## src/rtl/wdt_pkg.sv

```systemverilog
package wdt_pkg;
  typedef enum logic [1:0] {
    TMR_IDLE    = 2'd0,
    TMR_RUN     = 2'd1,
    TMR_EXPIRED = 2'd2
  } tmr_state_t;
endpackage

```

## src/rtl/hb_sync.sv

```systemverilog
module hb_sync #(
  parameter int STAGES = 2
) (
  input  logic clk,
  input  logic rst,
  input  logic d,
  output logic q
);
  logic [STAGES-1:0] sr;

  generate
    if (STAGES == 1) begin : g_single
      always_ff @(posedge clk) begin
        if (rst) sr <= '0;
        else     sr <= d;
      end
    end else begin : g_chain
      always_ff @(posedge clk) begin
        if (rst) sr <= '0;
        else     sr <= {sr[STAGES-2:0], d};
      end
    end
  endgenerate

  assign q = sr[STAGES-1];
endmodule

```

## src/rtl/hb_glitch_filter.sv

```systemverilog
module hb_glitch_filter #(
  parameter int GLITCH_CYCLES = 4
) (
  input  logic clk,
  input  logic rst,
  input  logic din,
  output logic act
);
  localparam int GW = $clog2(GLITCH_CYCLES + 1);
  localparam logic [GW-1:0] LAST = GW'(GLITCH_CYCLES - 1);

  logic          level;
  logic [GW-1:0] run_cnt;

  always_ff @(posedge clk) begin
    if (rst) begin
      level   <= 1'b0;
      run_cnt <= '0;
      act     <= 1'b0;
    end else begin
      act <= 1'b0;
      if (din == level) begin
        run_cnt <= '0;
      end else if (run_cnt == LAST) begin
        level   <= din;
        run_cnt <= '0;
        act     <= 1'b1;
      end else begin
        run_cnt <= run_cnt + GW'(1);
      end
    end
  end
endmodule

```

## src/rtl/wdt_timer.sv

```systemverilog
module wdt_timer
  import wdt_pkg::*;
#(
  parameter int TIMEOUT_CYCLES = 40
) (
  input  logic clk,
  input  logic rst,
  input  logic en,
  input  logic act,
  output logic expired
);
  localparam int CW = $clog2(TIMEOUT_CYCLES + 1);
  localparam logic [CW-1:0] LIMIT = CW'(TIMEOUT_CYCLES - 1);

  tmr_state_t    state;
  logic [CW-1:0] cnt;

  always_ff @(posedge clk) begin
    if (rst || !en) begin
      state <= TMR_IDLE;
      cnt   <= '0;
    end else if (act) begin
      state <= TMR_RUN;
      cnt   <= '0;
    end else begin
      case (state)
        TMR_EXPIRED: begin
          state <= TMR_EXPIRED;
        end
        default: begin
          if (cnt == LIMIT) begin
            state <= TMR_EXPIRED;
          end else begin
            state <= TMR_RUN;
            cnt   <= cnt + CW'(1);
          end
        end
      endcase
    end
  end

  assign expired = (state == TMR_EXPIRED);
endmodule

```

## src/rtl/act_watchdog.sv

```systemverilog
module act_watchdog #(
  parameter int SYNC_STAGES    = 2,
  parameter int GLITCH_CYCLES  = 4,
  parameter int TIMEOUT_CYCLES = 40
) (
  input  logic clk,
  input  logic rst,
  input  logic hb_in,
  input  logic hb_float,
  input  logic sys_rst_n,
  input  logic supply_ok,
  output logic wdog_n
);
  logic hb_s;
  logic act_pulse;
  logic timer_en;
  logic tmr_expired;

  hb_sync #(.STAGES(SYNC_STAGES)) u_sync (
    .clk (clk),
    .rst (rst),
    .d   (hb_in),
    .q   (hb_s)
  );

  hb_glitch_filter #(.GLITCH_CYCLES(GLITCH_CYCLES)) u_filt (
    .clk (clk),
    .rst (rst),
    .din (hb_s),
    .act (act_pulse)
  );

  assign timer_en = sys_rst_n && !hb_float;

  wdt_timer #(.TIMEOUT_CYCLES(TIMEOUT_CYCLES)) u_tmr (
    .clk     (clk),
    .rst     (rst),
    .en      (timer_en),
    .act     (act_pulse),
    .expired (tmr_expired)
  );

  always_ff @(posedge clk) begin
    if (rst) wdog_n <= 1'b0;
    else     wdog_n <= supply_ok && !tmr_expired;
  end
endmodule

```

## config.mk

```make
export PLATFORM = sky130hd
export DESIGN_NAME = act_watchdog
export DESIGN_NICKNAME = d
export VERILOG_FILES = /design/src/rtl/wdt_pkg.sv /design/src/rtl/hb_sync.sv /design/src/rtl/hb_glitch_filter.sv /design/src/rtl/wdt_timer.sv /design/src/rtl/act_watchdog.sv
export SDC_FILE = /design/constraint.sdc
export NUM_CORES = 1
export LEC_CHECK = 0
export BUFFER_PORTS_ARGS = -buffer_cell sky130_fd_sc_hd__buf_4
export CAP_MARGIN = 25
export CORE_AREA = 3 3 40 42
export DETAILED_ROUTE_END_ITERATION = 10
export DIE_AREA = 0 0 43 45
export PLACE_DENSITY = 0.68
export SLEW_MARGIN = 40
export SYNTH_ARGS = -nofsm -noshare
export SYNTH_HDL_FRONTEND = slang
export SYNTH_SLANG_ARGS = --single-unit
```

## constraint.sdc

```tcl
create_clock -name clk -period 1.75 [get_ports clk]
set_clock_uncertainty 0.15 [all_clocks]
set_input_delay 0.2625 -clock clk [delete_from_list [all_inputs] [get_ports clk]]
set_output_delay 0.2625 -clock clk [all_outputs]
set_load 0.05 [all_outputs]
```

==> metrics.log, run 1 <==
[metrics] run status: finished clean
[metrics] DRC: 0
[metrics] Net Count, Synth: 74
[metrics] die area: around 0.0019 mm2
[metrics] Port-buffer cells: 6
[metrics] measured slew at the worst slew-check pin: approximately 0.36 ns
[metrics] depth of the worst register-to-register path: 4
[metrics] number of placed cells counting well taps: 86
[metrics] CTS tree: built
[metrics] post-synthesis cell count: 65
[metrics] final setup violation count: 0
[metrics] number of endpoints with negative hold slack in the final report: 0
[metrics] most frequent cell after synthesis: sky130_fd_sc_hd__dfxtp_1
[metrics] grt met2 use: around 16%
[metrics] placeable core region: between 0.001 and 0.0015 mm2
[metrics] cells taking the most area after synthesis: sky130_fd_sc_hd__dfxtp_1 48%, sky130_fd_sc_hd__ha_1 5.6%, sky130_fd_sc_hd__mux2i_1 4.5%, sky130_fd_sc_hd__nor4b_4 3.5%, sky130_fd_sc_hd__nor3b_1 3.3%
[metrics] Crit Path Category: reg2reg
[metrics] fraction of synthesis flops using an asynchronous set or reset pin: 0%
[metrics] wire length of the first global-routing pass: between 1500 and 2000 um
[metrics] CP Launch Type: register
[metrics] path type of the worst min-delay path: in2reg
[metrics] number of distinct library cells after synthesis: 28
[metrics] number of clock buffers inserted by TritonCTS: 3
[metrics] share of layout cells above drive strength 1: 23.0%
[metrics] level count of the clock H-tree: 1
[metrics] number of global-route vias before repair: 404
[metrics] clock slew at reported path FFs: around 0.08 ns
[metrics] Antenna Violating Nets Remaining: 0
[metrics] total of warnings raised by yosys: 0
[metrics] met1 track utilization from global routing: about 17%
[metrics] Die Width: roughly 43 um
[metrics] setup repair after global routing missed its margin: false
[metrics] biggest fanout along the worst timing path: 3
[metrics] number of gates resized after cts: 0
[metrics] biggest area consumer among synthesized cells: sky130_fd_sc_hd__dfxtp_1
[metrics] initial standard-cell utilization of the core: between 50% and 60%
[metrics] grt total ovfl: 0
[metrics] data arrival time of the critical path: 1.51 ns
[metrics] portion of the post-synthesis area used by sequential elements: between 40% and 50%
[metrics] number of enable flip-flop cells after synthesis: 0
[metrics] Crit. Startpoint: u_filt.run_cnt[0]
[metrics] GRT busiest layer: met1
[metrics] crit path capture type: register
[metrics] Detailed Place HPWL: between 700 and 800 um
[metrics] GPL Wtd Cong: a little under 0.7
[metrics] # rows: 13
[metrics] per-cell routed wire length: roughly 11 um
[metrics] top cell type's share of synthesized area: ~48%
[metrics] setup fix buffers added after clock tree synthesis: 0
[metrics] number of iterations in the first detailed-routing pass: 4
[metrics] initial antenna violation count: 0
[metrics] power per cell area: approximately 790 mW/mm2
[metrics] destination of the worst register-to-register timing path: u_filt.run_cnt[0]
[metrics] maximum VDD drop: 478 uV
[metrics] Tot GR Track Use: between 10 and 15%
[metrics] via count normalized by instance count: about 5.3
[metrics] total clock sinks: 16
[metrics] static leakage power: between 0.2 and 0.3 nW
[metrics] TNS Setup: 0 ns
[metrics] detailed router's first-iteration violation count: 1
[metrics] met3 usage in global routing: 2.39%
[metrics] fin util: between 50 and 60%
[metrics] root buffer selected by CTS: sky130_fd_sc_hd__clkbuf_4
[metrics] net count of the finished layout: 85
[metrics] hold_buf cts: 0
[metrics] critical path capture point: u_filt.run_cnt[0]
[metrics] final number of max-transition violations: 0
[metrics] dominant synthesized flop cell: sky130_fd_sc_hd__dfxtp_1
[metrics] commonest cells in the synthesized netlist: 16 x sky130_fd_sc_hd__dfxtp_1, 5 x sky130_fd_sc_hd__nand2_1, 5 x sky130_fd_sc_hd__nor2_1
[metrics] worst slew slack as a fraction of its limit: between 70% and 80%
[metrics] Final period util: roughly 82%
[metrics] I/O Pins: 7
[metrics] synthesized cell area: roughly 670 um2
[metrics] synthesized flop and latch total: 16
[metrics] die span in y: ~45 um
[metrics] post-layout instance count excluding filler cells: between 80 and 90
[metrics] register-to-register setup slack: ~0.31 ns
[metrics] start of the worst register-to-register path: u_filt.run_cnt[0]
[metrics] final routed wirelength across all metal layers: just over 1000 um
[metrics] Max-Cap Viols: 0
[metrics] pin count of the biggest net entering global routing: 9
[metrics] number of diodes added for antenna fixing: 0
[metrics] Final Critical Period: 1.44 ns
[metrics] achievable frequency: a little under 700 MHz
[metrics] Mean Syn Cell Area: roughly 10 um2
[metrics] clock latency at the later pin of the worst-skew pair: roughly 0.29 ns
[metrics] Max Root-Sink Buffers: 2
[metrics] vias: between 400 and 500
[metrics] Area growth syn-to-layout: 12.8%
[metrics] Critical Path RT: 1.82 ns
==> state kept, by name (all words and copies together), names as in the netlist <==
signal          cells
u_tmr.cnt           6
u_filt.run_cnt      3
u_sync.sr           2
u_tmr.state         2
u_filt.act          1
u_filt.level        1
wdog_n              1
==> area by class of cell <==
| class | instances | area (um2) |
|---|---|---|
| sequential | 16 | 320 |
| clock buffer | 3 | 22.5 |
| timing repair buffer | 6 | 45.0 |
| multi-input combinational | 46 | 342 |
| inverter | 3 | 11.3 |
| fill | 116 | 526 |
| tap | 15 | 18.8 |
==> report_power, final <==
| part | leakage [nW] | internal, mW | switching, mW |
|---|---|---|---|
| Combinational | 0.140 | 0.0172 | 0.0162 |
| Sequential | 0.130 | 0.370 | 0.00291 |
| Clock | 0.0138 | 0.0800 | 0.113 |
| Total | 0.284 | 0.467 | 0.132 |
==> per-stage QoR <==
stage	hold WS (ns)	cell area, um2	total power [mW]	setup slack [ns]
4_1_cts	0.0288	759	0.608	0.297
5_1_grt	0.0329	759	0.623	0.222
6_report	0.0444	759	0.599	0.313
3_3_place_gp	0.268	737	0.415	0.323
2_1_floorplan	0.184	673	0.398	0.385
3_5_place_dp	0.267	737	0.415	0.321
==> worst min path at each step <==
| stage | slack, ns | startpoint | cells after the start | end |
|---|---|---|---|---|
| 6_report | 0.04 | hb_in | 2 | u_sync.sr[0] |
| 5_1_grt | 0.03 | hb_in | 2 | u_sync.sr[0] |
| 4_1_cts | 0.03 | hb_in | 2 | u_sync.sr[0] |
| 3_5_place_dp | 0.27 | u_filt.run_cnt[0] | 1 | u_filt.run_cnt[0] |
| 3_3_place_gp | 0.27 | u_sync.sr[0] | 1 | u_sync.sr[1] |
| 2_1_floorplan | 0.18 | rst | 1 | u_sync.sr[0] |
==> cell families after synthesis <==
family / after synthesis / synth area share, %
simple gates: 29 / 28.8
flops: 16 / 47.6
compound gates: 10 / 10.6
buf+inv: 3 / 1.67
mux: 3 / 4.46
fa+ha+maj: 3 / 5.58
xor+xnor: 1 / 1.30
==> cells in the final DEF (no fill, tap or decap), drive strengths merged, types with 2 or more instances in the layout <==
master  netlist  layout
o21a          2       2
dfxtp        16      16
clkbuf        0       3
a21oi         3       3
mux2i         3       3
inv           3       3
nor3b         3       3
o21ai         2       2
buf           0       6
nor2          5       5
or3           2       2
nor2b         3       3
ha            3       3
nand2         5       5
nand2b        2       2
==> layer usage <==
metal	routed length [um]	share of wire, %	vias up
li1	-	-	249
met1	543	53	214
met2	410	40	7
met3	41	4.0	4
met4	24	2.4	0
met5	0	0	-
==> worst max-delay path: stages (launching register included) <==
cell,delay (ns)
sky130_fd_sc_hd__dfxtp_1,0.32
sky130_fd_sc_hd__ha_1,0.19
sky130_fd_sc_hd__ha_1,0.21
sky130_fd_sc_hd__or3_1,0.41
sky130_fd_sc_hd__nor2_1,0.09
(Power assumes the default switching activity.)
==> inputs of run 2 (changes only) <==
clock period = 1.4 ns   (was 1.75 ns; I/O delays follow)
==> run 2 against run 1 <==
- routed wire length is 15% higher
- hold slack better by 0.0028 ns
- setup slack worse by 0.28 ns
- critical path depth fell by 1
- die area unchanged
- combinational power grew 46%
- sequential cell count unchanged
- critical endpoint is now u_tmr.state[0]
- largest cell class unchanged
- fmax grew 5.0%
==> metrics.log, run 2 (synthesized netlist as in run 1, its figures left out) <==
[metrics] run status: finished clean
[metrics] I/O Pins: 7 (unchanged)
[metrics] worst slew slack as a fraction of its limit: 78.6% (+2.8 points)
[metrics] Final Critical Period: 1.37 ns (-0.0680 ns)
[metrics] top library cells by usage in the layout, fill and taps aside: 14 x sky130_fd_sc_hd__buf_4, 12 x sky130_fd_sc_hd__dfxtp_1, 5 x sky130_fd_sc_hd__nand2_1, 5 x sky130_fd_sc_hd__nor2_1, 4 x sky130_fd_sc_hd__dfxtp_2
[metrics] Max Root-Sink Buffers: 2 (unchanged)
[metrics] total power after layout: 752 uW (+25%)
[metrics] number of clock buffers inserted by TritonCTS: 3 (unchanged)
[metrics] final setup violation count: 0 (unchanged)
[metrics] post-route setup slack: 0.0313 ns (-0.282 ns)
[metrics] clock latency at the later pin of the worst-skew pair: 0.28 ns (about the same)
[metrics] endpoint with the worst hold slack: wdog_n
[metrics] number of endpoints with negative hold slack in the final report: 0 (unchanged)
[metrics] initial standard-cell utilization of the core: 52.4% (unchanged)
[metrics] commonest non-fill, non-tap cell in the layout: sky130_fd_sc_hd__buf_4
[metrics] number of global-route vias before repair: 476 (+18%)
[metrics] # rows: 13 (unchanged)
[metrics] CP Launch Type: register
[metrics] maximum VDD drop: 580 uV (+21%)
[metrics] flip-flop count of the largest register after layout: 6 (unchanged)
[metrics] achievable frequency: 731 MHz (+5.0%)
[metrics] number of diodes added for antenna fixing: 0 (unchanged)
[metrics] root buffer selected by CTS: sky130_fd_sc_hd__clkbuf_4
[metrics] biggest fanout along the worst timing path: 4 (+1)
[metrics] setup repair after global routing missed its margin: true
[metrics] DRC: 0 (unchanged)
[metrics] clock slew at reported path FFs: 0.09 ns (about the same)
[metrics] die area: 0.00194 mm2 (unchanged)
[metrics] via count normalized by instance count: 5.13 (-3.6%)
[metrics] destination of the worst register-to-register timing path: u_tmr.state[0]
[metrics] die span in y: 45 um (unchanged)
[metrics] number of iterations in the first detailed-routing pass: 2 (-2)
[metrics] Port-buffer cells: 6 (unchanged)
[metrics] static leakage power: 0.330 nW (+16%)
[metrics] total clock sinks: 16 (unchanged)
[metrics] Antenna Violating Nets Remaining: 0 (unchanged)
[metrics] Final period util: 97.8% (+16 points)
[metrics] critical path cell sequence: or3b_4, o21a_4, o21a_1
[metrics] slowest cell on the critical path: sky130_fd_sc_hd__or3b_4
[metrics] depth of the worst register-to-register path: 3 (-1)
[metrics] start of the worst register-to-register path: u_tmr.cnt[3]
[metrics] pin count of the biggest net entering global routing: 9 (unchanged)
[metrics] Area growth syn-to-layout: 26.2%
[metrics] longest individual stage delay on the worst path: 0.40 ns (about the same)
[metrics] GPL Wtd Cong: 0.701 (+0.76%)
[metrics] net count of the finished layout: 94 (+11%)
[metrics] Max-Cap Viols: 0 (unchanged)
[metrics] placeable core region: 0.00128 mm2 (unchanged)
[metrics] vias: 503 (+6.1%)
[metrics] grt total ovfl: 0 (unchanged)
[metrics] family with the most delay on the worst path: simple AND/OR/NAND/NOR gates
[metrics] top flop regs: u_tmr.cnt x6, u_filt.run_cnt x3
[metrics] path type of the worst min-delay path: in2reg
[metrics] per-cell routed wire length: 11.9 um (+4.2%)
[metrics] Detailed Place HPWL: 840 um (+11%)
[metrics] level count of the clock H-tree: 1 (unchanged)
[metrics] pre-CTS setup slack: -0.0111 ns (-0.332 ns)
[metrics] CTS tree: built
[metrics] measured slew at the worst slew-check pin: 0.320 ns (-0.0416 ns)
[metrics] crit path capture type: register
[metrics] Critical Path RT: 1.43 ns (-0.39 ns)
[metrics] data arrival time of the critical path: 1.40 ns (-0.11 ns)
[metrics] power per cell area: 885 mW/mm2 (+12%)
[metrics] count of buffer and inverter cells on the critical path: 0 (unchanged)
[metrics] register-to-register setup slack: 0.03 ns (-0.28 ns)
[metrics] TNS Setup: 0 ns (unchanged)
[metrics] register bank with the most flops: u_tmr.cnt
[metrics] final routed wirelength across all metal layers: 1170 um (+15%)
[metrics] hold depth: 2 (unchanged)
[metrics] initial antenna violation count: 0 (unchanged)
[metrics] Tot GR Track Use: 14.0% (+1.5 points)
[metrics] Crit Path Category: reg2reg
[metrics] final number of max-transition violations: 0 (unchanged)
[metrics] detailed router's first-iteration violation count: 8 (+7)
[metrics] wire length of the first global-routing pass: 1990 um (+17%)
[metrics] startpoint of the most critical hold path: supply_ok
[metrics] share of layout cells above drive strength 1: 39.8% (+17 points)
[metrics] Die Width: 43 um (unchanged)
[metrics] setup fix buffers added after clock tree synthesis: 0 (unchanged)
## run 2: changes by cell type in the layout (fill, tap and decap cells not counted), sizes merged
cell,previous run,this run
dlygate4sd3,0,1
buf,6,14
## run 2: how the worst max path moves through the flow
stage                 startpoint                end  slack, ns  depth (start not counted)
3_3_place_gp   u_filt.run_cnt[0]  u_filt.run_cnt[1]      0.007                          4
3_5_place_dp   u_filt.run_cnt[0]  u_filt.run_cnt[0]      -0.01                          4
6_report            u_tmr.cnt[3]     u_tmr.state[0]       0.03                          3
5_1_grt           u_tmr.state[1]       u_tmr.cnt[5]    0.00001                          3
4_1_cts             u_tmr.cnt[0]       u_tmr.cnt[5]      0.001                          3
2_1_floorplan  u_filt.run_cnt[0]  u_filt.run_cnt[0]       0.03                          4
## run 2: per-stage QoR
step	cells	cell area, um2	hold WS [ns]	util [%]
after floorplan	65	673	0.132	-
after global placement	94	797	0.261	62.0
after detailed placement	94	797	0.275	62.0
after CTS	98	842	0.0474	65.5
after global routing	98	850	0.0429	66.1
final	98	850	0.0473	66.1
## run 2: layer usage
metal / track usage, % / share of wire (%) / wire (um)
met3: 2.79 / 3.5 / 41
met5: 0 / 0 / 0
met1: 16.4 / 46 / 535
met4: 9.04 / 1.0 / 12
met2: 23.4 / 50 / 579
## run 2: area by class of cell
class	count	area, um2
Sequential cell	16	325
Timing Repair Buffer	15	115
Fill cell	110	435
Tap cell	15	18.8
Inverter	3	11.3
Multi-Input combinational cell	46	357
Clock buffer	3	22.5
## run 2: report_power, final
group | internal (mW) | switching (mW) | total [mW]
sequential | 0.463 | 0.00416 | 0.467
combinational | 0.0272 | 0.0216 | 0.0489
clock | 0.0996 | 0.136 | 0.236
total | 0.590 | 0.162 | 0.752
## run 2: timing repair
action	CTS	global route
resized for setup	3	5
pin swaps	0	4
hold endpoints to repair	1	0
hold buffers	1	0
endpoints found under the setup margin	4	8
==> inputs of run 3 (changes only) <==
RECOVER_POWER = 50   (was not set)
==> run 3 against run 2 <==
- combinational power decreased by 2%
- clock power about the same
- final area decreased by 0.44%
- critical endpoint unchanged
- count of clock-buffer cells in the layout unchanged
- routed wire length decreased by 0.17%
- die area unchanged
- sequential share of layout area about the same
- sequential cell count unchanged
- total power decreased by 0.17%
==> metrics.log, run 3 (synthesized netlist as in run 1, its figures left out) <==
[metrics] run status: finished clean
[metrics] static leakage power: 0.328 nW (-0.42%)
[metrics] Port-buffer cells: 6 (unchanged)
[metrics] root buffer selected by CTS: sky130_fd_sc_hd__clkbuf_4
[metrics] GPL Wtd Cong: 0.701 (unchanged)
[metrics] fin util: 65.8% (-0.29 points)
[metrics] final number of max-transition violations: 0 (unchanged)
[metrics] standard cell area after detailed placement: 797 um2 (unchanged)
[metrics] register bank with the most flops: u_tmr.cnt
[metrics] wire length of the first global-routing pass: 1990 um (unchanged)
[metrics] total area of sequential cells: 324 um2 (-0.38%)
[metrics] Critical Path RT: 1.43 ns (about the same)
[metrics] grt total ovfl: 0 (unchanged)
[metrics] per-cell routed wire length: 11.9 um (-0.17%)
[metrics] family with the most delay on the worst path: simple AND/OR/NAND/NOR gates
[metrics] level count of the clock H-tree: 1 (unchanged)
[metrics] total power after layout: 751 uW (-0.17%)
[metrics] vias: 503 (unchanged)
[metrics] top flop regs: u_tmr.cnt x6, u_filt.run_cnt x3
[metrics] Area growth syn-to-layout: 25.7%
[metrics] total clock sinks: 16 (unchanged)
[metrics] Final period util: 97.8% (unchanged)
[metrics] Crit Path Category: reg2reg
[metrics] net count of the finished layout: 94 (unchanged)
[metrics] critical path cell sequence: or3b_4, o21a_4, o21a_1
[metrics] Antenna Violating Nets Remaining: 0 (unchanged)
[metrics] setup repair after global routing missed its margin: true
[metrics] Detailed Place HPWL: 840 um (unchanged)
[metrics] # rows: 13 (unchanged)
[metrics] number of diodes added for antenna fixing: 0 (unchanged)
[metrics] hold_ws: 0.0473 ns (unchanged)
[metrics] number of global-route vias before repair: 476 (unchanged)
[metrics] placeable core region: 0.00128 mm2 (unchanged)
[metrics] number of clock buffers inserted by TritonCTS: 3 (unchanged)
[metrics] post-route cell area: 846 um2 (-0.44%)
[metrics] post-route setup slack: 0.0313 ns (unchanged)
[metrics] data arrival time of the critical path: 1.40 ns (about the same)
[metrics] biggest fanout along the worst timing path: 4 (unchanged)
[metrics] share of layout cells above drive strength 1: 38.6% (-1.2 points)
[metrics] initial standard-cell utilization of the core: 52.4% (unchanged)
[metrics] number of iterations in the first detailed-routing pass: 2 (unchanged)
[metrics] multi-input combinational cell area: 357 um2 (unchanged)
[metrics] worst slew slack as a fraction of its limit: 78.6% (unchanged)
[metrics] clock latency at the later pin of the worst-skew pair: 0.28 ns (about the same)
[metrics] die span in y: 45 um (unchanged)
[metrics] clock slew at reported path FFs: 0.09 ns (about the same)
[metrics] Die Width: 43 um (unchanged)
[metrics] Max Root-Sink Buffers: 2 (unchanged)
[metrics] I/O Pins: 7 (unchanged)
[metrics] CP Launch Type: register
[metrics] initial antenna violation count: 0 (unchanged)
[metrics] number of endpoints with negative hold slack in the final report: 0 (unchanged)
[metrics] slowest cell on the critical path: sky130_fd_sc_hd__or3b_4
[metrics] Tot GR Track Use: 14.0% (unchanged)
[metrics] top library cells by usage in the layout, fill and taps aside: 13 x sky130_fd_sc_hd__dfxtp_1, 12 x sky130_fd_sc_hd__buf_4, 5 x sky130_fd_sc_hd__nand2_1, 5 x sky130_fd_sc_hd__nor2_1, 4 x sky130_fd_sc_hd__clkbuf_4
[metrics] Max-Cap Viols: 0 (unchanged)
[metrics] pre-CTS setup slack: -0.0111 ns (unchanged)
[metrics] flip-flop count of the largest register after layout: 6 (unchanged)
[metrics] number of placed cells counting well taps: 94 (unchanged)
[metrics] die area: 0.00194 mm2 (unchanged)
[metrics] final setup violation count: 0 (unchanged)
[metrics] path type of the worst min-delay path: in2reg
[metrics] post-layout instance count excluding filler cells: 98 (unchanged)
[metrics] final routed wirelength across all metal layers: 1170 um (-0.17%)
[metrics] count of buffer and inverter cells on the critical path: 0 (unchanged)
[metrics] fillcell total: 111 (+0.91%)
[metrics] measured slew at the worst slew-check pin: 0.320 ns (unchanged)
[metrics] power per cell area: 887 mW/mm2 (+0.27%)
[metrics] TNS Setup: 0 ns (unchanged)
[metrics] achievable frequency: 731 MHz (unchanged)
[metrics] DRC: 0 (unchanged)
[metrics] commonest non-fill, non-tap cell in the layout: sky130_fd_sc_hd__dfxtp_1
[metrics] detailed router's first-iteration violation count: 8 (unchanged)
[metrics] crit path capture type: register
[metrics] longest individual stage delay on the worst path: 0.40 ns (about the same)
[metrics] maximum VDD drop: 579 uV (-0.20%)
[metrics] CTS tree: built
[metrics] via count normalized by instance count: 5.13 (unchanged)
[metrics] Final Critical Period: 1.37 ns (unchanged)
[metrics] pin count of the biggest net entering global routing: 9 (unchanged)
## run 3: final timing paths
kind	slack, ns	cells after the start	from	to
setup / recovery	0.03	3	u_tmr.cnt[3]	u_tmr.state[0]
hold / removal	0.05	2	supply_ok	wdog_n
setup reg to reg	0.03	3	u_tmr.cnt[3]	u_tmr.state[0]
hold reg to reg	0.29	1	u_filt.run_cnt[0]	u_filt.run_cnt[0]
## run 3: where the power goes
part	internal, mW	switching [mW]
clock network	0.0996	0.136
logic	0.0262	0.0216
registers	0.463	0.00412
total	0.589	0.162
## run 3: what timing repair did
| action | in CTS | in global routing |
|---|---|---|
| hold endpoints to repair | 1 | 0 |
| pin swaps | 0 | 4 |
| gates resized for setup | 3 | 5 |
| endpoints found under the setup margin | 4 | 8 |
| setup buffers | 0 | 0 |
| hold buffers | 1 | 0 |
## run 3: final cells by class
cell class              count  share of cell area, %
flip-flops and latches     16                   38.3
clock buffers               3                   2.66
well taps                  15                   2.22
multi-input cells          46                   42.2
inverters                   3                   1.33
repair buffers             15                   13.3
## run 3: layer usage
metal  global-route usage, %  vias to the layer above  routed length (um)
li1                        -                      266                   -
met1                    16.4                      230                 535
met2                    23.4                        5                 579
met3                    2.79                        2                  41
met4                    9.04                        0                  12
met5                       0                        -                   0
